### src/rtl/fpx_pkg.sv
package fpx_pkg;
  localparam int NUM_EXC = 5;
  typedef logic [NUM_EXC-1:0] exc_vec_t;
  typedef enum logic [1:0] {
    SW_READ  = 2'd0,
    SW_SET   = 2'd1,
    SW_CLEAR = 2'd2,
    SW_SWAP  = 2'd3
  } sw_op_e;
endpackage

### src/rtl/fpx_flags.sv
module fpx_flags
  import fpx_pkg::*;
(
  input  logic     clk,
  input  logic     rst_n,
  input  exc_vec_t hw_set,
  input  sw_op_e   op,
  input  exc_vec_t wdata,
  output exc_vec_t flags,
  output logic     summary
);
  exc_vec_t sw_val;

  always_comb begin
    case (op)
      SW_SET:   sw_val = flags | wdata;
      SW_CLEAR: sw_val = flags & ~wdata;
      SW_SWAP:  sw_val = wdata;
      default:  sw_val = flags;
    endcase
  end

  // one sticky cell per exception type; a hardware set outranks software
  for (genvar i = 0; i < NUM_EXC; i++) begin : g_cell
    always_ff @(posedge clk) begin
      if (!rst_n) flags[i] <= 1'b0;
      else        flags[i] <= sw_val[i] | hw_set[i];
    end
  end

  assign summary = |flags;

  AST_HW_SET_STICKS: assert property (@(posedge clk) disable iff (!rst_n)
    (hw_set != '0) |=> ((flags & $past(hw_set)) == $past(hw_set)));
  AST_SUMMARY_ZERO: assert property (@(posedge clk) disable iff (!rst_n)
    (flags == '0) |-> !summary);
endmodule

### src/rtl/fpx_gate.sv
module fpx_gate #(
  parameter int MAX_INFLIGHT = 4
) (
  input  logic clk,
  input  logic rst_n,
  input  logic mode_req,
  input  logic issue_valid,
  input  logic done_valid,
  input  logic irq,
  output logic mode_q,
  output logic issue_ready
);
  localparam int CW = $clog2(MAX_INFLIGHT + 1);
  localparam logic [CW-1:0] CMAX = CW'(MAX_INFLIGHT);

  logic [CW-1:0] cnt;
  logic          fire, dec, idle, open_fast, open_ser;

  assign idle      = (cnt == '0);
  assign open_fast = (cnt < CMAX);
  assign open_ser  = idle && !irq;
  assign issue_ready = (mode_req == mode_q) && (mode_q ? open_ser : open_fast);
  assign fire = issue_valid && issue_ready;
  assign dec  = done_valid && !idle;

  always_ff @(posedge clk) begin
    if (!rst_n) begin
      cnt    <= '0;
      mode_q <= 1'b0;
    end else begin
      cnt <= cnt + CW'(fire) - CW'(dec);
      if (idle) mode_q <= mode_req;
    end
  end

  AST_SER_SINGLE: assert property (@(posedge clk) disable iff (!rst_n)
    mode_q |-> (cnt <= CW'(1)));
  AST_MODE_DRAINED: assert property (@(posedge clk) disable iff (!rst_n)
    (mode_q != $past(mode_q)) |-> ($past(cnt) == '0));
  AST_NO_OVERFLOW: assert property (@(posedge clk) disable iff (!rst_n)
    cnt <= CMAX);
endmodule

### src/rtl/fpx_trap.sv
module fpx_trap
  import fpx_pkg::*;
#(
  parameter int ADDR_W = 32
) (
  input  logic              clk,
  input  logic              rst_n,
  input  logic              serial,
  input  logic              done_valid,
  input  exc_vec_t          done_exc,
  input  logic [ADDR_W-1:0] done_addr,
  input  logic              ack,
  output logic              irq,
  output logic [ADDR_W-1:0] fault_addr
);
  logic hit;
  assign hit = serial && done_valid && (done_exc != '0);

  always_ff @(posedge clk) begin
    if (!rst_n) begin
      irq        <= 1'b0;
      fault_addr <= '0;
    end else if (hit) begin
      irq        <= 1'b1;
      fault_addr <= done_addr;
    end else if (ack) begin
      irq <= 1'b0;
    end
  end

  AST_FAST_NO_TRAP: assert property (@(posedge clk) disable iff (!rst_n)
    $rose(irq) |-> $past(serial));
  AST_ADDR_CAPTURE: assert property (@(posedge clk) disable iff (!rst_n)
    hit |=> (irq && fault_addr == $past(done_addr)));
  AST_IRQ_LEVEL: assert property (@(posedge clk) disable iff (!rst_n)
    (irq && !ack) |=> irq);
endmodule

### src/rtl/fpx_guard.sv
module fpx_guard
  import fpx_pkg::*;
#(
  parameter int ADDR_W       = 32,
  parameter int MAX_INFLIGHT = 4
) (
  input  logic              clk,
  input  logic              rst_n,
  input  logic              ser_mode_req,
  output logic              ser_mode,
  input  logic              issue_valid,
  output logic              issue_ready,
  input  logic              done_valid,
  input  logic [4:0]        done_exc,
  input  logic [ADDR_W-1:0] done_addr,
  input  logic [1:0]        sw_op,
  input  logic [4:0]        sw_wdata,
  output logic [4:0]        sw_rdata,
  output logic              flag_summary,
  output logic              trap_irq,
  input  logic              trap_ack,
  output logic [ADDR_W-1:0] fault_addr
);
  exc_vec_t hw_set, flags;

  assign hw_set   = done_valid ? done_exc : '0;
  assign sw_rdata = flags;

  fpx_flags u_flags (
    .clk     (clk),
    .rst_n   (rst_n),
    .hw_set  (hw_set),
    .op      (sw_op_e'(sw_op)),
    .wdata   (sw_wdata),
    .flags   (flags),
    .summary (flag_summary)
  );

  fpx_gate #(.MAX_INFLIGHT(MAX_INFLIGHT)) u_gate (
    .clk         (clk),
    .rst_n       (rst_n),
    .mode_req    (ser_mode_req),
    .issue_valid (issue_valid),
    .done_valid  (done_valid),
    .irq         (trap_irq),
    .mode_q      (ser_mode),
    .issue_ready (issue_ready)
  );

  fpx_trap #(.ADDR_W(ADDR_W)) u_trap (
    .clk        (clk),
    .rst_n      (rst_n),
    .serial     (ser_mode),
    .done_valid (done_valid),
    .done_exc   (done_exc),
    .done_addr  (done_addr),
    .ack        (trap_ack),
    .irq        (trap_irq),
    .fault_addr (fault_addr)
  );

  AST_FLAG_SET: assert property (@(posedge clk) disable iff (!rst_n)
    (done_valid && done_exc != '0) |=> flag_summary);
endmodule

### config.mk
export PLATFORM = sky130hd
export DESIGN_NAME = fpx_guard
export DESIGN_NICKNAME = d
export VERILOG_FILES = /design/src/rtl/fpx_pkg.sv /design/src/rtl/fpx_flags.sv /design/src/rtl/fpx_gate.sv /design/src/rtl/fpx_trap.sv /design/src/rtl/fpx_guard.sv
export SDC_FILE = /design/constraint.sdc
export NUM_CORES = 1
export LEC_CHECK = 0
export ABC_CLOCK_PERIOD_IN_PS = 2900
export CAP_MARGIN = 20
export CORE_UTILIZATION = 38
export CTS_BUF_LIST = sky130_fd_sc_hd__clkbuf_8
export CTS_CLUSTER_DIAMETER = 50
export DETAILED_ROUTE_END_ITERATION = 10
export PLACE_DENSITY = 0.82
export SKIP_LAST_GASP = 1
export SYNTH_ARGS = -nofsm -noshare
export SYNTH_HDL_FRONTEND = slang
export SYNTH_SLANG_ARGS = --single-unit
### constraint.sdc
create_clock -name clk -period 2.9 [get_ports clk]
set_clock_uncertainty 0.1 [all_clocks]
set_input_delay 0.58 -clock clk [delete_from_list [all_inputs] [get_ports clk]]
set_output_delay 0.58 -clock clk [all_outputs]
set_load 0.05 [all_outputs]
==> metrics.txt <==
top area cells in the synthesized netlist dfxtp_1 38%, o2111ai_1 12%, o311ai_1 12%; register area share after synthesis 38.1%; Hold Fails Final Rpt 0; Vias per Instance 5.74; CTS Root Cell clkbuf_8; setup TNS 0 ps; Max Slew Vio Count 0; Core Box Area 5540 um2; worst vdd ir 0.000254 V; Worst Max-Slew Pin Slew 705 ps; Fin Hold WS ~400 ps; synth unique cells 30; chip height 78.2 um; Hold Path Depth 2; synthesis-to-layout area growth 44.5%; io pins 91; Crit. End Element flop; flop2flop setup slack ~610 ps; filler cell count in the final layout 508; syn avg cell area between 8 and 9 um2; power density over cell area 563 nW/um2; Total Power between 0.0015 and 0.002 W; PostCTS Resize Cnt 0; fraction of layout cells with a size suffix above 1 7.45%; Synth Instances 250; area leader, netlist dfxtp_1; largest net degree at the start of global routing 66; CTS Hold Buffers Added 0; Synth Register Bits between 40 and 50; drt pass-1 iters 7; vias between 2000 and 2500; Final Setup Violations 0; clock insertion delay at the later pin of the skew report 280 ps; share of Yosys cell area claimed by the top area cell type 38.1%; total grt overflow 0; Critical Path Fanout Max 2; unrepaired setup endpoints after global routing no; most common cell after layout, fill and taps aside clkdlybuf4s50_1; Initial Util between 30% and 40%; post-route ant nets 0; hold worst-path end u_trap.fault_addr[6]; ANT cells 0; dpl ws 225 ps; clock buffer depth 2; vias in the first global route 2020; Final WS setup 535 ps; Total Wirelength 5550 um; CTS buffer count 5; fmax 423 MHz; CTS tree done; clock transition at the registers of the reported paths ~80 ps; reg2reg end u_gate.cnt[2]; die width 78.2 um; R2R depth 9; leakage a little over 1 nW; Worst Path Required between 2000 and 3000 ps; GP Congestion a little over 0.7; initial drt markers approximately 120; Die ar. 6120 um2; Hold Crit Class flop to flop; Worst setup SP type input port; first-pass GRT wire length about 9000 um; Port Buffers 90; Critical Path AT 2450 ps; Warnings, synthesis 0; H-tree Lvls 2; Reg-to-Reg Start u_gate.cnt[2]; most frequent cells in the layout 88 x clkdlybuf4s50_1, 42 x dfxtp_1, 34 x nand2_1; Rel. slew slack 53.0%; Net Count, Synth 303; Max Cap Viol 0; synthesized area about 2200 um2; status finished, final reports clean; final cycle utilization of the critical path 81.5%; CP Class input port to flop; nets@finish 374; WL per Instance 14.1 um; Final Util 57.6%; clock sink count between 40 and 50; HP Start u_trap.fault_addr[6]; antenna violations before repair 0; total global-route track usage a little under a fifth; HPWL after DPL 3660 um; Std-Cell Rows 27; Setup Fix Bufs, Post-CTS 0; DRC 0; clock period minus worst slack between 2000 and 2500 ps
==> stage by stage <==
step	cell area (um2)	instances
3_3_place_gp	3080	386
5_1_grt	3190	394
2_1_floorplan	2210	250
3_5_place_dp	3080	386
4_1_cts	3190	394
6_report	3190	394
==> where the power goes <==
group          total [W]  switching (W)  internal, W
logic           0.000650       0.000391     0.000259
registers       0.000695      0.0000544     0.000640
clock network   0.000452       0.000199     0.000254
==> worst max-delay path by stage <==
stage | start | end | cells past startpoint
2_1_floorplan | u_gate.mode_q | issue_ready | 3
3_3_place_gp | done_valid | u_gate.cnt[2] | 9
3_5_place_dp | done_valid | u_gate.cnt[2] | 9
4_1_cts | done_valid | u_gate.cnt[2] | 9
5_1_grt | done_valid | u_gate.cnt[2] | 9
6_report | done_valid | u_gate.cnt[2] | 9
==> routing by layer <==
| metal | vias to the layer above | share of wire (%) | global-route usage, % |
|---|---|---|---|
| met5 | - | 0 | 0 |
| met1 | 1051 | 47 | 22.4 |
| met2 | 77 | 46 | 31.1 |
| li1 | 1133 | - | - |
| met3 | 2 | 6.7 | 4.88 |
| met4 | 0 | 0.27 | 5.00 |
==> cell type report <==
type	count	area [um2]	share of cell area [%]
multi-input cells	170	1170	36.7
clock buffers	5	68.8	2.16
well taps	72	90.1	2.82
repair buffers	98	966	30.3
inverters	4	15.0	0.470
flip-flops and latches	42	841	26.3
clock inverters	3	40.0	1.25
==> logic make-up after synthesis <==
logic type	count (synthesis)	synth area share, %
adder cells (fa/ha/maj)	3	2.04
multiplexers	1	0.453
buffers and inverters	38	8.89
flip-flops	42	38.1
XOR/XNOR	2	0.793
AND/OR/NAND/NOR	87	18.9
AO/OA/AOI/OAI	77	30.8
==> synthesized netlist by cell type <==
master / number
dfxtp_1: 42
nand2_1: 34
nand3_1: 32
o2111ai_1: 30
o311ai_1: 30
clkbuf_1: 19
buf_2: 7
nor2b_1: 7
buf_6: 6
o21ai_0: 6
a222oi_1: 5
and2_1: 4
inv_1: 4
nor2_1: 3
buf_1: 2
ha_1: 2
nor3_1: 2
o2111ai_2: 2
o311ai_2: 2
a21boi_0: 1
a21oi_1: 1
fa_1: 1
mux2i_1: 1
nand2b_1: 1
nor3b_1: 1
nor4b_1: 1
or2_1: 1
or3_4: 1
xnor2_1: 1
xor2_1: 1
==> flip-flops by register name, summed over array words and instances (netlist names) <==
name               cells
u_trap.irq             1
u_gate.cnt             3
u_flags.flags          5
u_trap.fault_addr     32
u_gate.mode_q          1
==> worst max-delay path, cell delays in order <==
cell             delay (ps)
clkdlybuf4s50_1         410
nor2b_1                 130
ha_1                    280
inv_1                    40
ha_1                    190
fa_1                    380
xor2_1                  160
xnor2_1                 120
and2_1                  150
No activity file was read; power rests on OpenSTA's default activity.
